### config.mk
export PLATFORM = sky130hd
export DESIGN_NAME = cm_regbank
export DESIGN_NICKNAME = d
export VERILOG_FILES = /design/src/rtl/cm_regbank_pkg.sv /design/src/rtl/cm_rst_sync.sv /design/src/rtl/cm_cfg_regs.sv /design/src/rtl/cm_ctrl_flags.sv /design/src/rtl/cm_local_intc.sv /design/src/rtl/cm_regbank.sv
export SDC_FILE = /design/constraint.sdc
export NUM_CORES = 1
export LEC_CHECK = 0
export BUFFER_PORTS_ARGS = -buffer_cell sky130_fd_sc_hd__buf_4
export CELL_PAD_IN_SITES_DETAIL_PLACEMENT = 2
export CELL_PAD_IN_SITES_GLOBAL_PLACEMENT = 2
export CORE_MARGIN = 1.5
export CORE_UTILIZATION = 46
export CTS_CLUSTER_DIAMETER = 100
export DETAILED_ROUTE_END_ITERATION = 7
export PLACE_DENSITY = 0.95
export SLEW_MARGIN = 30
export SYNTH_ARGS = -nofsm -noshare
export SYNTH_HDL_FRONTEND = slang
export SYNTH_SLANG_ARGS = --single-unit
### constraint.sdc
create_clock -name clk -period 17.2 [get_ports clk]
set_clock_uncertainty 0.15 [all_clocks]
set_input_delay 2.58 -clock clk [delete_from_list [all_inputs] [get_ports clk]]
set_output_delay 2.58 -clock clk [all_outputs]
set_load 0.03 [all_outputs]
### src/rtl/cm_regbank_pkg.sv
package cm_regbank_pkg;
  localparam int WORD_W = 6;
  localparam int ADDR_W = WORD_W + 1;
  localparam int DATA_W = 32;
  localparam int TBL_DEPTH = 1 << WORD_W;

  typedef logic [WORD_W-1:0] word_idx_t;

  localparam word_idx_t W_OSC   = 6'd0;
  localparam word_idx_t W_CTRL  = 6'd3;
  localparam word_idx_t W_LOCK  = 6'd5;
  localparam word_idx_t W_AUX   = 6'd7;
  localparam word_idx_t W_SDRAM = 6'd8;
  localparam word_idx_t W_INIT  = 6'd9;
  localparam word_idx_t W_FLG   = 6'd12;
  localparam word_idx_t W_FLGC  = 6'd13;
  localparam word_idx_t W_NVF   = 6'd14;
  localparam word_idx_t W_NVFC  = 6'd15;
  localparam word_idx_t W_ISTAT = 6'd16;
  localparam word_idx_t W_IRAW  = 6'd17;
  localparam word_idx_t W_IEN   = 6'd18;
  localparam word_idx_t W_IENC  = 6'd19;
  localparam word_idx_t W_SOFT  = 6'd20;
  localparam word_idx_t W_SOFTC = 6'd21;
  localparam word_idx_t W_FSTAT = 6'd24;
  localparam word_idx_t W_FRAW  = 6'd25;
  localparam word_idx_t W_FEN   = 6'd26;
  localparam word_idx_t W_FENC  = 6'd27;

  localparam logic [15:0]       GUARD_KEY = 16'hA05F;
  localparam logic [DATA_W-1:0] OSC_RST   = 32'h0100_0048;
  localparam logic [DATA_W-1:0] AUX_RST   = 32'h0007_FEFF;
  localparam logic [DATA_W-1:0] SDRAM_RST = 32'h0001_1122;
  localparam logic [DATA_W-1:0] INIT_RST  = 32'h0000_0112;

  localparam int CTL_LED = 0;
  localparam int CTL_REMAP = 2;
  localparam int CTL_RESET = 3;

  function automatic logic [7:0] size_code(input int mem_mb);
    if (mem_mb >= 256)      return 8'd64;
    else if (mem_mb >= 128) return 8'd32;
    else if (mem_mb >= 64)  return 8'd16;
    else if (mem_mb >= 32)  return 8'd4;
    else                    return 8'd2;
  endfunction

  function automatic logic [7:0] tbl_byte(input word_idx_t idx, input int mem_mb);
    case (idx)
      6'd0:  return 8'd128;
      6'd1:  return 8'd8;
      6'd2:  return 8'd4;
      6'd3:  return 8'd11;
      6'd4:  return 8'd9;
      6'd5:  return 8'd1;
      6'd6:  return 8'd64;
      6'd8:  return 8'd2;
      6'd9:  return 8'hA0;
      6'd10: return 8'hA0;
      6'd13: return 8'd8;
      6'd15: return 8'd1;
      6'd16: return 8'h0E;
      6'd17: return 8'd4;
      6'd18: return 8'h1C;
      6'd19: return 8'd1;
      6'd20: return 8'd2;
      6'd21: return 8'h20;
      6'd22: return 8'hC0;
      6'd27: return 8'h30;
      6'd28: return 8'h28;
      6'd29: return 8'h30;
      6'd30: return 8'h28;
      6'd31: return size_code(mem_mb);
      default: return 8'd0;
    endcase
  endfunction
endpackage

### src/rtl/cm_rst_sync.sv
module cm_rst_sync #(
  parameter int STAGES = 2
) (
  input  logic clk,
  input  logic rst_n,
  output logic rst_ni
);
  logic [STAGES-1:0] sync_q;

  always_ff @(posedge clk or negedge rst_n) begin
    if (!rst_n) sync_q <= '0;
    else        sync_q <= {sync_q[STAGES-2:0], 1'b1};
  end

  assign rst_ni = sync_q[STAGES-1];
endmodule

### src/rtl/cm_cfg_regs.sv
module cm_cfg_regs
  import cm_regbank_pkg::*;
(
  input  logic              clk,
  input  logic              rst_ni,
  input  logic              wr_en,
  input  word_idx_t         wr_word,
  input  logic [DATA_W-1:0] wdata,
  output logic [DATA_W-1:0] osc_q,
  output logic [DATA_W-1:0] aux_q,
  output logic [DATA_W-1:0] sdram_q,
  output logic [DATA_W-1:0] init_q,
  output logic [15:0]       guard_q,
  output logic              unlocked
);
  logic              guard_en, osc_en, aux_en, sdram_en, init_en;
  logic [15:0]       guard_d;

  assign unlocked = (guard_q == GUARD_KEY);

  always_comb begin
    guard_en = wr_en && (wr_word == W_LOCK);
    osc_en   = wr_en && (wr_word == W_OSC) && unlocked;
    aux_en   = wr_en && (wr_word == W_AUX) && unlocked;
    sdram_en = wr_en && (wr_word == W_SDRAM);
    init_en  = wr_en && (wr_word == W_INIT);
    guard_d  = wdata[15:0];
  end

  always_ff @(posedge clk or negedge rst_ni) begin
    if (!rst_ni) begin
      guard_q <= '0;
      osc_q   <= OSC_RST;
      aux_q   <= AUX_RST;
      sdram_q <= SDRAM_RST;
      init_q  <= INIT_RST;
    end else begin
      if (guard_en) guard_q <= guard_d;
      if (osc_en)   osc_q   <= wdata;
      if (aux_en)   aux_q   <= wdata;
      if (sdram_en) sdram_q <= wdata;
      if (init_en)  init_q  <= wdata;
    end
  end
endmodule

### src/rtl/cm_ctrl_flags.sv
module cm_ctrl_flags
  import cm_regbank_pkg::*;
(
  input  logic              clk,
  input  logic              rst_ni,
  input  logic              wr_en,
  input  word_idx_t         wr_word,
  input  logic [DATA_W-1:0] wdata,
  output logic              led_q,
  output logic              remap_q,
  output logic              rst_req_q,
  output logic [DATA_W-1:0] flags_q,
  output logic [DATA_W-1:0] nvflags_q
);
  logic              ctrl_en, flags_en, nv_en;
  logic              rst_req_d;
  logic [DATA_W-1:0] flags_d, nvflags_d;

  always_comb begin
    ctrl_en   = wr_en && (wr_word == W_CTRL);
    rst_req_d = ctrl_en && wdata[CTL_RESET];
    flags_en  = wr_en && ((wr_word == W_FLG) || (wr_word == W_FLGC));
    nv_en     = wr_en && ((wr_word == W_NVF) || (wr_word == W_NVFC));
    flags_d   = (wr_word == W_FLG) ? (flags_q | wdata) : (flags_q & ~wdata);
    nvflags_d = (wr_word == W_NVF) ? (nvflags_q | wdata) : (nvflags_q & ~wdata);
  end

  always_ff @(posedge clk or negedge rst_ni) begin
    if (!rst_ni) begin
      led_q     <= 1'b0;
      remap_q   <= 1'b0;
      rst_req_q <= 1'b0;
      flags_q   <= '0;
      nvflags_q <= '0;
    end else begin
      rst_req_q <= rst_req_d;
      if (ctrl_en) begin
        led_q   <= wdata[CTL_LED];
        remap_q <= wdata[CTL_REMAP];
      end
      if (flags_en) flags_q   <= flags_d;
      if (nv_en)    nvflags_q <= nvflags_d;
    end
  end
endmodule

### src/rtl/cm_local_intc.sv
module cm_local_intc
  import cm_regbank_pkg::*;
(
  input  logic              clk,
  input  logic              rst_ni,
  input  logic              wr_en,
  input  word_idx_t         wr_word,
  input  logic [DATA_W-1:0] wdata,
  output logic              soft_q,
  output logic [DATA_W-1:0] irq_en_q,
  output logic [DATA_W-1:0] fiq_en_q,
  output logic [DATA_W-1:0] level,
  output logic              irq_q,
  output logic              fiq_q
);
  logic              soft_en, ien_en, fen_en;
  logic              soft_d, irq_d, fiq_d;
  logic [DATA_W-1:0] irq_en_d, fiq_en_d;

  assign level = {{(DATA_W-1){1'b0}}, soft_q};

  always_comb begin
    soft_en  = wr_en && wdata[0] && ((wr_word == W_SOFT) || (wr_word == W_SOFTC));
    soft_d   = (wr_word == W_SOFT);
    ien_en   = wr_en && ((wr_word == W_IEN) || (wr_word == W_IENC));
    fen_en   = wr_en && ((wr_word == W_FEN) || (wr_word == W_FENC));
    irq_en_d = (wr_word == W_IEN) ? (irq_en_q | wdata) : (irq_en_q & ~wdata);
    fiq_en_d = (wr_word == W_FEN) ? (fiq_en_q | wdata) : (fiq_en_q & ~wdata);
    irq_d    = |(level & irq_en_q);
    fiq_d    = |(level & fiq_en_q);
  end

  always_ff @(posedge clk or negedge rst_ni) begin
    if (!rst_ni) begin
      soft_q   <= 1'b0;
      irq_en_q <= '0;
      fiq_en_q <= '0;
      irq_q    <= 1'b0;
      fiq_q    <= 1'b0;
    end else begin
      irq_q <= irq_d;
      fiq_q <= fiq_d;
      if (soft_en) soft_q   <= soft_d;
      if (ien_en)  irq_en_q <= irq_en_d;
      if (fen_en)  fiq_en_q <= fiq_en_d;
    end
  end
endmodule

### src/rtl/cm_regbank.sv
module cm_regbank
  import cm_regbank_pkg::*;
#(
  parameter int MEM_MB = 128
) (
  input  logic              clk,
  input  logic              rst_n,
  input  logic              bus_rd,
  input  logic              bus_wr,
  input  logic [ADDR_W-1:0] bus_addr,
  input  logic [DATA_W-1:0] bus_wdata,
  output logic [DATA_W-1:0] bus_rdata,
  output logic              soft_rst_o,
  output logic              remap_o,
  output logic              led_o,
  output logic              irq_o,
  output logic              fiq_o
);
  logic              rst_ni;
  logic              in_tbl, reg_wr;
  word_idx_t         word;
  logic [DATA_W-1:0] osc_q, aux_q, sdram_q, init_q, flags_q, nvflags_q;
  logic [DATA_W-1:0] irq_en_q, fiq_en_q, level;
  logic [15:0]       guard_q;
  logic              unlocked, soft_q;
  logic [DATA_W-1:0] rd_d, rdata_q;

  assign in_tbl = bus_addr[ADDR_W-1];
  assign word   = bus_addr[WORD_W-1:0];
  assign reg_wr = bus_wr && !in_tbl;

  cm_rst_sync #(.STAGES(2)) u_rst (
    .clk(clk), .rst_n(rst_n), .rst_ni(rst_ni)
  );

  cm_cfg_regs u_cfg (
    .clk(clk), .rst_ni(rst_ni), .wr_en(reg_wr), .wr_word(word), .wdata(bus_wdata),
    .osc_q(osc_q), .aux_q(aux_q), .sdram_q(sdram_q), .init_q(init_q),
    .guard_q(guard_q), .unlocked(unlocked)
  );

  cm_ctrl_flags u_ctl (
    .clk(clk), .rst_ni(rst_ni), .wr_en(reg_wr), .wr_word(word), .wdata(bus_wdata),
    .led_q(led_o), .remap_q(remap_o), .rst_req_q(soft_rst_o),
    .flags_q(flags_q), .nvflags_q(nvflags_q)
  );

  cm_local_intc u_intc (
    .clk(clk), .rst_ni(rst_ni), .wr_en(reg_wr), .wr_word(word), .wdata(bus_wdata),
    .soft_q(soft_q), .irq_en_q(irq_en_q), .fiq_en_q(fiq_en_q), .level(level),
    .irq_q(irq_o), .fiq_q(fiq_o)
  );

  always_comb begin
    rd_d = '0;
    if (in_tbl) begin
      rd_d[7:0] = tbl_byte(word, MEM_MB);
    end else begin
      case (word)
        W_OSC:   rd_d = osc_q;
        W_CTRL:  begin
          rd_d[CTL_LED]   = led_o;
          rd_d[CTL_REMAP] = remap_o;
        end
        W_LOCK:  rd_d = {{(DATA_W-17){1'b0}}, unlocked, guard_q};
        W_AUX:   rd_d = aux_q;
        W_SDRAM: rd_d = sdram_q;
        W_INIT:  rd_d = init_q;
        W_FLG:   rd_d = flags_q;
        W_NVF:   rd_d = nvflags_q;
        W_ISTAT: rd_d = level & irq_en_q;
        W_IRAW:  rd_d = level;
        W_IEN:   rd_d = irq_en_q;
        W_SOFT:  rd_d = {{(DATA_W-1){1'b0}}, soft_q};
        W_FSTAT: rd_d = level & fiq_en_q;
        W_FRAW:  rd_d = level;
        W_FEN:   rd_d = fiq_en_q;
        default: rd_d = '0;
      endcase
    end
  end

  always_ff @(posedge clk or negedge rst_ni) begin
    if (!rst_ni)     rdata_q <= '0;
    else if (bus_rd) rdata_q <= rd_d;
  end

  assign bus_rdata = rdata_q;
endmodule

==> impl_metrics.ini <==
[global_routing]
grt_pass1_wl_um = 88900
use_met3_pct = 6.39
busiest_layer = met2
grt_util_met1_pct = 44.1
grt_util_all_layers_pct = 36.2
overflow = 0
antenna_found_initial = 1
grt_pass1_vias = 12700
grtUsageMet2_pct = 61.9
grt_start_max_net_pins = 72

[power]
power.density_nw_per_um2 = 103
combPwrFrac_pct = 5.3
netSwitchingPower_uw = 429
power.leakage_nw = 7.88
swShare_pct = 24.9
seq_power_share_pct = 44.9
internal-power_mw = 1.29
peakVddDrop_mv = 0.0578
power_frac_clock_pct = 49.8

[placement]
dpl.hpwl_um = 31500
portBuffers = 79
place_congestion = 0.873
pre_cts_ws_ns = 11.44

[sta]
setup_viol = 0
maxSlewViolCount = 0
tightest_slew_ns = 1.07
period_share_pct = 31.5
finalWorstSetupSlack_ns = 11.79
finalHoldViolCount = 0
period_minus_slack_ns = 5.41
fin_setup_tns_ns = 0
relSlewSlack_pct = 28.4
rsz0062_at_grt = false
max_freq_ghz = 0.185

[clocking]
cts_buffers = 36
clock_sinks = 312
htreeDepth = 2
post-cts-setup-buffers = 0
ctsResizeCount = 0
cts-root-buf = clkbuf_16
cts_tree = done
cts_hold_buf = 0
ctsLongestPathBuffers = 3
path_clk_slew_ns = 0.06
insertion_delay_ns = 0.54

[final_layout]
utilization_pct = 53.0
area_delta_synth_final_pct = 13.4
drive_gt1_share_pct = 38.2
nets = 1258

[yosys]
synth_area_um2 = 14800
synth_area_per_cell_um2 = 12.4
synth_cells = 1188
ys_seq_area_share_pct = 53.0
ys.flop_type = dfrtp_1
synth_top_cell_by_area = dfrtp_1
async_reset_ff_share_pct = 100
synth_edf_count = 0
ys_ff_latch = 312
yosysUniqueCellTypes = 63
ys_warn_count = 0
synth.top_cell.area_share_pct = 47.9
syn_nets = 1231
synthTopCellsByArea = dfrtp_1 (48%), mux2_2 (15%), mux2_4 (6.1%)

[floorplan]
dieArea_um2 = 33200
die-height_um = 182
rows = 65
io_pins = 80
core_region_area_um2 = 31600
start_util_pct = 46.7
fp.dieW_um = 182

[routing]
drcViolationCount = 0
dr.pass1.iters = 5
drt_iter0_markers = 1245
totalWireLength_um = 59200
routedWlPerCell_um = 36.0
vias = 11100
via_per_inst = 6.78
ant_nets = 0

[critical_path]
critical-path-max-stage-delay_ns = 0.90
critPathKind = input port to flop
crit_path_end_kind = flop
crit_fanout = 32
cp_data_arrival_time_ns = 5.68
start_kind = input port
worstPathCellList = buf_4 > nor4_4 > buf_4 > and2_1 > and3_4 > mux2_2
crit_required_ns = 17.47
cp_slowest_cell = and2_1
cpMostUsedCell = buf_4

[flow_run]
cap_viol_max_count = 0

[worst_hold_path]
worst_hold_path_type = flop to flop

[run_status]
outcome = finished, final reports clean
critical path: cells and delay by family:
kind                   cells  cell delay, ns
and+or+nand+nor            3            2.09
muxes                      1            0.42
buffers and inverters      2            0.56
path summary, 6_finish.rpt:
check,slack (ns),start,cells after the start,to
max reg2reg,13.84,u_rst.sync_q[1],3,async pin
min in group asynchronous,0.29,u_rst.sync_q[1],0,bus_rdata[24]
max,11.79,bus_addr[4],6,u_cfg.osc_q[31]
min reg2reg,0.20,u_rst.sync_q[0],0,u_rst.sync_q[1]
min,0.20,u_rst.sync_q[0],0,u_rst.sync_q[1]
max in group asynchronous,13.84,u_rst.sync_q[1],3,async pin
final cells by class:
class                      instances  area, um^2
multi-input combinational        755        6310
antenna                            1        2.50
timing repair buffer             102         793
sequential                       312        7850
fill                            2916       14900
clock buffer                      49        1060
tap                              402         503
inverter                           8        30.0
clock inverter                    16         225
synthesized netlist by cell type, drive strengths merged, types with 2 or more instances:
| cell type | n |
|---|---|
| a2111oi | 15 |
| a211o | 9 |
| a21o | 6 |
| a21oi | 7 |
| a221oi | 2 |
| a222oi | 13 |
| a22o | 3 |
| a22oi | 80 |
| a31o | 2 |
| a31oi | 12 |
| a32o | 3 |
| a32oi | 3 |
| a41oi | 6 |
| and2 | 12 |
| and3 | 65 |
| and4bb | 3 |
| buf | 75 |
| clkbuf | 38 |
| dfrtp | 283 |
| dfstp | 29 |
| inv | 8 |
| mux2 | 268 |
| nand2 | 148 |
| nand3 | 7 |
| nor2 | 20 |
| nor2b | 10 |
| nor4 | 4 |
| nor4b | 2 |
| o211ai | 2 |
| o21ai | 13 |
| o221ai | 5 |
| o2bb2ai | 11 |
| o31ai | 4 |
| or4b | 2 |
| xor2 | 2 |
power groups by stage:
stage / logic (mW) / clock network (mW) / registers, mW
3_5_place_dp: 0.0863 / 0 / 0.783
3_3_place_gp: 0.0792 / 0 / 0.780
4_1_cts: 0.0901 / 0.859 / 0.773
6_report: 0.0912 / 0.858 / 0.774
2_1_floorplan: 0.0409 / 0 / 0.787
5_1_grt: 0.0960 / 0.884 / 0.775
metrics by stage:
stage / instances / area, um^2 / power, mW / hold slack [ns]
floorplan: 1188 / 14800 / 0.828 / 0.181
global placement: 1578 / 15400 / 0.859 / 0.185
detailed placement: 1579 / 15500 / 0.870 / 0.189
CTS: 1644 / 16800 / 1.72 / 0.204
global route: 1644 / 16800 / 1.76 / 0.207
finish: 1645 / 16800 / 1.72 / 0.201
kinds of logic after synthesis:
kind of cell           Yosys count  share of synthesized area, %
flip-flops                     312                          53.0
AND/OR/NAND/NOR                280                          9.60
multiplexers                   268                          21.9
AO/OA/AOI/OAI                  204                          10.7
buffers and inverters          121                          4.56
XOR/XNOR                         2                         0.118
other                            1                        0.0254
metal layers:
layer,vias to the layer above,routed length (um)
li1,4387,-
met1,6017,23000
met2,556,30000
met3,189,3430
met4,0,2750
met5,-,0
layout by cell type (no fill, tap or decap), types with 3 or more instances in the layout:
cell       synthesis  routed
dfrtp_1          283     282
mux2_2           198     198
nand2_1          145     145
buf_4              3      99
a22oi_1           80      80
and3_1            65      63
mux2_4            60      60
clkbuf_16          0      38
dfstp_2           29      29
nor2_1            20      17
a2111oi_0         15      15
a222oi_1          13      13
o21ai_0           12      12
a31oi_1           12      12
o2bb2ai_1         11      11
mux2_1            10      10
nor2b_1           10       9
a211o_1            9       9
inv_1              8       8
and2_1            12       7
nand3_1            7       7
a21oi_1            7       7
clkbuf_8           0       7
clkinv_2           0       7
a41oi_1            6       6
a21o_1             6       6
and2_2             0       5
o221ai_1           5       5
bufinv_16          0       5
o31ai_1            4       4
clkbuf_1          38       4
a32oi_1            3       3
a32o_1             3       3
a22o_1             3       3
No activity file was read; power rests on OpenSTA's default activity.
